`src/rtl/sem_pkg.sv`:
```
package sem_pkg;
  typedef enum logic [1:0] {
    OWN_NONE  = 2'd0,
    OWN_LEFT  = 2'd1,
    OWN_RIGHT = 2'd2
  } owner_e;
endpackage

```
`src/rtl/sem_port.sv`:
```
module sem_port #(
  parameter int NUM_FLAGS = 8,
  parameter int DATA_W    = 16,
  parameter int ADDR_W    = 3
) (
  input  logic                 sem_n_i,
  input  logic [ADDR_W-1:0]    addr_i,
  input  logic                 we_n_i,
  input  logic                 oe_n_i,
  input  logic                 wdata_i,
  input  logic [NUM_FLAGS-1:0] own_i,
  output logic [NUM_FLAGS-1:0] req_o,
  output logic [NUM_FLAGS-1:0] rel_o,
  output logic [DATA_W-1:0]    rdata_o
);
  logic wr_en, rd_en, in_range;
  logic [NUM_FLAGS-1:0] sel;

  assign in_range = 32'(addr_i) < NUM_FLAGS;
  assign wr_en    = !sem_n_i && !we_n_i && in_range;
  assign rd_en    = !sem_n_i && we_n_i && !oe_n_i && in_range;
  assign sel      = NUM_FLAGS'(1) << addr_i;

  assign req_o = (wr_en && !wdata_i) ? sel : '0;
  assign rel_o = (wr_en &&  wdata_i) ? sel : '0;

  // active-low token: 0 means the reader holds it
  assign rdata_o = rd_en ? {DATA_W{~|(own_i & sel)}} : '1;
endmodule

```
`src/rtl/sem_flag.sv`:
```
module sem_flag
  import sem_pkg::*;
(
  input  logic clk_i,
  input  logic rst_ni,
  input  logic req_l_i,
  input  logic rel_l_i,
  input  logic req_r_i,
  input  logic rel_r_i,
  output logic own_l_o,
  output logic own_r_o
);
  owner_e owner_q, owner_d;
  logic   pend_l_q, pend_r_q, pend_l_d, pend_r_d;
  logic   want_l, want_r;

  // a release write also withdraws a pending request from that side
  assign want_l = (pend_l_q | req_l_i) & ~rel_l_i;
  assign want_r = (pend_r_q | req_r_i) & ~rel_r_i;

  always_comb begin
    owner_d = owner_q;
    unique case (owner_q)
      OWN_NONE: begin
        if (want_l)      owner_d = OWN_LEFT;
        else if (want_r) owner_d = OWN_RIGHT;
      end
      OWN_LEFT:  if (rel_l_i) owner_d = want_r ? OWN_RIGHT : OWN_NONE;
      OWN_RIGHT: if (rel_r_i) owner_d = want_l ? OWN_LEFT  : OWN_NONE;
      default:   owner_d = OWN_NONE;
    endcase
    pend_l_d = want_l && (owner_d != OWN_LEFT);
    pend_r_d = want_r && (owner_d != OWN_RIGHT);
  end

  always_ff @(posedge clk_i or negedge rst_ni) begin
    if (!rst_ni) begin
      owner_q  <= OWN_NONE;
      pend_l_q <= 1'b0;
      pend_r_q <= 1'b0;
    end else begin
      owner_q  <= owner_d;
      pend_l_q <= pend_l_d;
      pend_r_q <= pend_r_d;
    end
  end

  assign own_l_o = (owner_q == OWN_LEFT);
  assign own_r_o = (owner_q == OWN_RIGHT);
endmodule

```
`src/rtl/sem_bank.sv`:
```
module sem_bank #(
  parameter int NUM_FLAGS = 8,
  parameter int DATA_W    = 16,
  localparam int ADDR_W   = (NUM_FLAGS > 1) ? $clog2(NUM_FLAGS) : 1
) (
  input  logic              clk_i,
  input  logic              rst_ni,
  input  logic              l_sem_n_i,
  input  logic [ADDR_W-1:0] l_addr_i,
  input  logic              l_we_n_i,
  input  logic              l_oe_n_i,
  input  logic              l_wdata_i,
  output logic [DATA_W-1:0] l_rdata_o,
  input  logic              r_sem_n_i,
  input  logic [ADDR_W-1:0] r_addr_i,
  input  logic              r_we_n_i,
  input  logic              r_oe_n_i,
  input  logic              r_wdata_i,
  output logic [DATA_W-1:0] r_rdata_o
);
  logic [NUM_FLAGS-1:0] req_l, rel_l, req_r, rel_r, own_l, own_r;

  sem_port #(.NUM_FLAGS(NUM_FLAGS), .DATA_W(DATA_W), .ADDR_W(ADDR_W)) u_port_l (
    .sem_n_i(l_sem_n_i), .addr_i(l_addr_i), .we_n_i(l_we_n_i), .oe_n_i(l_oe_n_i),
    .wdata_i(l_wdata_i), .own_i(own_l), .req_o(req_l), .rel_o(rel_l),
    .rdata_o(l_rdata_o)
  );

  sem_port #(.NUM_FLAGS(NUM_FLAGS), .DATA_W(DATA_W), .ADDR_W(ADDR_W)) u_port_r (
    .sem_n_i(r_sem_n_i), .addr_i(r_addr_i), .we_n_i(r_we_n_i), .oe_n_i(r_oe_n_i),
    .wdata_i(r_wdata_i), .own_i(own_r), .req_o(req_r), .rel_o(rel_r),
    .rdata_o(r_rdata_o)
  );

  for (genvar g = 0; g < NUM_FLAGS; g++) begin : g_flag
    sem_flag u_flag (
      .clk_i(clk_i), .rst_ni(rst_ni),
      .req_l_i(req_l[g]), .rel_l_i(rel_l[g]),
      .req_r_i(req_r[g]), .rel_r_i(rel_r[g]),
      .own_l_o(own_l[g]), .own_r_o(own_r[g])
    );
  end
endmodule

```
`config.mk`:
```
export PLATFORM = sky130hd
export DESIGN_NAME = sem_bank
export DESIGN_NICKNAME = d
export VERILOG_FILES = /design/src/rtl/sem_pkg.sv /design/src/rtl/sem_port.sv /design/src/rtl/sem_flag.sv /design/src/rtl/sem_bank.sv
export SDC_FILE = /design/constraint.sdc
export NUM_CORES = 1
export LEC_CHECK = 0
export BUFFER_PORTS_ARGS = -buffer_cell sky130_fd_sc_hd__buf_4
export CORE_MARGIN = 10
export CORE_UTILIZATION = 36
export CTS_CLUSTER_DIAMETER = 60
export DETAILED_ROUTE_END_ITERATION = 16
export PLACE_DENSITY = 0.54
export SYNTH_ARGS = -nofsm -noshare
export SYNTH_HDL_FRONTEND = slang
export SYNTH_HIERARCHICAL = 1
export SYNTH_SLANG_ARGS = --single-unit
```
`constraint.sdc`:
```
create_clock -name clk_i -period 2.6 [get_ports clk_i]
set_clock_uncertainty 0.05 [all_clocks]
set_input_delay 0.26 -clock clk_i [delete_from_list [all_inputs] [get_ports clk_i]]
set_output_delay 0.26 -clock clk_i [all_outputs]
set_load 0.02 [all_outputs]
```
Yosys cells after proc, flatten, opt, wreduce, memory -nomap -nowiden
Index checks and enable logic that the tools add are counted.
{ "totals": {"reg_bits": 32, "latch_bits": 0, "ram_bits": 0, "romBits": 0, "output_inout_bits": 32, "memories": 0} }
{ "classes": {"add_sub_neg": 0, "mul": 0, "div": 0, "n_lt_le_gt_ge": 0, "eq_ne": 32, "shift": 2, "mux": 62, "n_bitwise": 50, "reduce_logical": 46} }
{ "ops": {"columns": ["op", "count"], "rows": [
  ["2-bit two-way mux", 40],
  ["2-bit one-hot mux with 3 select lines", 8],
  ["16-bit two-way mux", 2],
  ["8-bit two-way mux", 4],
  ["1-bit logical AND", 26],
  ["1-bit AND", 16],
  ["8-bit AND", 2],
  ["2-bit by 1-bit equality test with 1-bit output (second input constant)", 8],
  ["2-bit equality test (second input constant)", 8],
  ["2-bit logical NOT", 8],
  ["2-bit by 1-bit inequality test with 1-bit output (second input constant)", 8],
  ["2-bit inequality test (second input constant)", 8],
  ["1-bit NOT", 16],
  ["1-bit bitwise OR", 16],
  ["8-bit OR reduction", 2],
  ["1-bit by 3-bit << shifter with 8-bit output (first input constant)", 2],
  ["1-bit logical NOT", 10],
  ["1-bit two-way mux", 8]
]} }

Depth between registers and ports, before layout
{ "logic_depth": {"depth_word": 11, "ltp_mapped": 6} }

Hierarchy
Netlist, hierarchy kept.
{ "modules_own_cells": {"columns": ["module", "n_inst", "cells_per_inst", "area_each_um2", "seq_area_each_um2"], "rows": [
  ["sem_flag", 8, 20, 197.7, 100.1],
  ["sem_port", 2, 46, 319.1, 0.0]
]} }

Worst setup path before layout
Ideal clock, no wire load.
{ "synth_timing": {"path_type": "register to output", "start": "reg g_flag[3].u_flag.owner_q[1]", "end": "out r_rdata_o[10]", "arrival_time_ns": 1.746, "required_time_ns": 2.290, "path_slack_ns": 0.544, "stages_incl_launch_ff": 6, "path_buffers": 1, "path_cell_list": "dfrtp_1 nor2b_1 mux4_1 mux2_2 nand3_2 buf_4"} }
{ "synth_via": {"elab_chain_len": 5} }
{ "synth_rtl": {"columns": ["element", "line", "text"], "rows": [
  ["start: declaration", "sem_flag.sv:13", "owner_e owner_q, owner_d;"],
  ["start signal: assignment", "sem_flag.sv:42", "owner_q <= owner_d;"],
  ["2-bit equality test", "sem_flag.sv:49", "assign own_r_o = (owner_q == OWN_RIGHT);"],
  ["net own_r[3]", "sem_bank.sv:21", "logic [NUM_FLAGS-1:0] req_l, rel_l, req_r, rel_r, own_l, own_r;"],
  ["8-bit AND", "sem_port.sv:28", "assign rdata_o = rd_en ? {DATA_W{~|(own_i & sel)}} : '1;"],
  ["8-bit OR reduction", "sem_port.sv:28", null],
  ["1-bit logical NOT", "sem_port.sv:28", null],
  ["16-bit two-way mux", "sem_port.sv:28", null],
  ["end: declaration", "sem_bank.sv:19", "output logic [DATA_W-1:0] r_rdata_o"]
]} }
The timed path passes the listed nets, and every way through them passes these cells.

Worst setup path after layout
{ "layout_timing": {"start": "reg g_flag[3].u_flag.owner_q[1]", "end": "out r_rdata_o[14]"} }
Same word-level chain as after synthesis.

==> results by group <==
Layout
  • Synth-to-layout area growth: 13.1%
  • Reg area: between 800 and 900 um2
  • Fillcell total: about 610
  • Commonest non-fill, non-tap cell in the layout: nor2_1
  • Share of cells above drive strength 1: 32.5%
  • Nets: approximately 290
  • Diodes inserted: 0
  • Multi-input logic area: ~1100 um2
  • Final Cell Area: ~2500 um2
  • Most frequent cells in the layout: nor2_1, buf_4, dfrtp_1

CTS
  • H-tree levels: 2
  • TritonCTS Sinks: 32
  • Post_cts resized: 0
  • Clk buf depth: 2
  • Worst skew pair latency: approximately 0.28 ns
  • Clock Pin Slew Worst Setup and Hold Paths: 0.07 ns
  • CTS buffer count: 5
  • CTS tree: yes
  • Root Driver: clkbuf_8

Critical path
  • Sequence of cells on the critical path: nor2b_1 -> mux4_1 -> mux2_2 -> nand3_2 -> buf_4
  • Required time of the critical path: 2.29 ns
  • Critical path startpoint category: flop
  • Worst Setup Path Type: reg2out
  • CP max-delay cell: mux4_1
  • CP peak stage delay: between 0.5 and 0.6 ns
  • Crit end category: primary output
  • Worst-path fanout max: 16
  • WP data arrival: about 2.1 ns
  • Bufs and invs on worst path: 1
  • Largest delay contributor family on the critical path: multiplexers

Synth
  • Synth area leaders: dfrtp_1, nor2_1, buf_4, o41ai_2, mux4_1
  • Ys flop type: dfrtp_1
  • Cell Area, Synth: 2220 um2
  • Seq/Total Area, Yosys: 36.1%
  • Synthesis Warnings: 6
  • Top-area cell type share of the netlist area: between 30 and 40%
  • Library cells used by synthesis: 22
  • Cell type with the largest total area after synthesis: dfrtp_1
  • Post-synth EDFFs: 0
  • Asr flop ratio synth: 100%
  • Synth Net Count: approximately 270
  • Cells after Synth: ~250
  • Mean Syn Cell Area: 8.81 um2
  • Synth Register Bits: 32

STA
  • RSZ-0062 raised after global routing: no
  • Post-layout minimum cycle time: roughly 2.4 ns
  • Worst slew margin: between 60% and 70%
  • Final Hold Vio Count: 0
  • Total Negative Setup Slacks: 0 ns
  • Worst slew pin tran: roughly 0.46 ns
  • Max Clock Freq: a little over 0.4 GHz
  • Final setup viols: 0
  • Final number of max-transition violations: 0
  • Final worst slack: between 0.15 and 0.2 ns
  • Final Cycle Share: about 94%

Routing
  • Post-route ant nets: 0
  • WL per Instance: 14.8 um
  • WL met2: around 2100 um
  • DR WL met3: around 430 um
  • DRC errors left: 0
  • DR pass1 iterations: 4
  • DRT iter0 DRCs: 51
  • WL final: between 5000 and 6000 um
  • Routed vias/inst: just under 5
  • Top routing layer used: met4
  • Routed vias: 1732
  • Met1 WL: approximately 2500 um

Pwr
  • Worst vdd ir: 0.318 mV
  • Sw Share: around a third
  • Clock power frac: roughly 24%
  • Reg power frac: 44.2%
  • P_leak: 1.16 nW
  • P per Cell Area: around 660 nW/um2
  • Comb pwr share: 31.6%
  • Net Switching: about 580 uW
  • Int Power: 1.07 mW

Placed design
  • I/O Buffers: between 40 and 50
  • Dpl hpwl: about 4000 um
  • Post-placement cell area: 2410 um2
  • Setup WS pre-CTS: around 0.46 ns
  • Placer congestion estimate: ~0.78

Floorplan
  • Initial core utilization: 37.3%
  • Die Y: slightly below 100 um
  • Die width: just under 100 um
  • Core box area: around 6000 um2
  • Rows: 28
  • Die ar.: between 9000 and 10000 um2
  • # IOs: 48

Global routing
  • Remaining global-route overflow: 0
  • Global-route wire length before repair: about 8700 um
  • Largest net degree at the start of global routing: 33
  • Initial antenna violation count: 0
  • Overall Global Routing Usage: 10.8%
  • Vias in the first global route: roughly 1700

Worst hold path
  • HP Class: in2reg

Flow run
  • Max-Cap Viols: 0

Run status
  • Status: completed
[cell families after synthesis]
| logic type | Yosys count | synth area share (%) |
|---|---|---|
| AO/OA/AOI/OAI | 24 | 11.7 |
| buffers and inverters | 50 | 14.2 |
| flip-flops | 32 | 36.1 |
| multiplexers | 6 | 5.75 |
| AND/OR/NAND/NOR | 140 | 32.2 |
[cells in the mapped netlist (4+ instances only)]
library cell and instances:
nor2_1 68, dfrtp_1 32, buf_4 30, inv_1 16
nor2b_1 16, nor3_1 16, nand2_1 10, and2_2 8
nor3_2 8, o21ai_0 8, o221a_2 8, o41ai_2 8
mux4_1 4, nand3b_1 4
[layer usage]
layer | GRT usage (%) | vias up
met5 | 0 | -
li1 | - | 869
met1 | 14.0 | 803
met3 | 4.26 | 6
met4 | 3.97 | 0
met2 | 15.9 | 54
[final timing paths]
path	end	slack, ns	cells past startpoint	start
worst max-delay path	r_rdata_o[14]	0.16	5	g_flag[3].u_flag/owner_q[1]
worst min-delay path	g_flag[1].u_flag/owner_q[1]	0.37	5	r_addr_i[1]
worst max register to register	g_flag[4].u_flag/owner_q[1]	1.55	3	g_flag[4].u_flag/owner_q[0]
worst min register to register	g_flag[1].u_flag/owner_q[1]	0.51	1	g_flag[1].u_flag/owner_q[1]
max in group asynchronous	g_flag[2].u_flag/owner_q[0]	1.78	2	rst_ni
min in group asynchronous	g_flag[5].u_flag/owner_q[0]	0.41	2	rst_ni
[layout make-up]
type / instances / share of cell area, %
sequential: 32 / 31.9
clock buffer: 8 / 3.59
multi-input combinational: 170 / 43.9
tap: 75 / 3.74
inverter: 16 / 2.39
timing repair buffer: 48 / 14.4
[power groups by stage]
stage                     clock [mW]  combinational (mW)  sequential [mW]
after floorplan                    0               0.419            0.707
after global placement             0               0.524            0.739
after detailed placement           0               0.524            0.739
after CTS                      0.418               0.530            0.729
after global routing           0.433               0.581            0.752
final                          0.400               0.522            0.730
[what timing repair did]
item	in CTS	in global routing
setup endpoints to repair	0	0
setup buffers	0	0
hold buffers	1	0
endpoints found under the hold margin	32	0
[tightest hold or removal path: cells and delay by family]
kind | cells | cell delay, ns
AOI/OAI and AO/OA | 1 | 0.04
and+or+nand+nor | 2 | 0.15
buffers and inverters | 2 | 0.22
[metrics by stage]
| stage | hold slack, ns | std cells | util [%] | power [mW] |
|---|---|---|---|---|
| floorplan | -0.0856 | 252 | - | 1.13 |
| global placement | 0.191 | 340 | 40.5 | 1.26 |
| detailed placement | 0.191 | 340 | 40.5 | 1.26 |
| CTS | 0.367 | 349 | 42.2 | 1.68 |
| global route | 0.396 | 349 | 42.2 | 1.77 |
| finish | 0.372 | 349 | 42.2 | 1.65 |
[sequential cells by signal, indices dropped and copies added, names as in the netlist]
| name | flops |
|---|---|
| g_flag.u_flag/pend_l_q | 8 |
| g_flag.u_flag/owner_q | 16 |
| g_flag.u_flag/pend_r_q | 8 |
(Power assumes the default switching activity.)
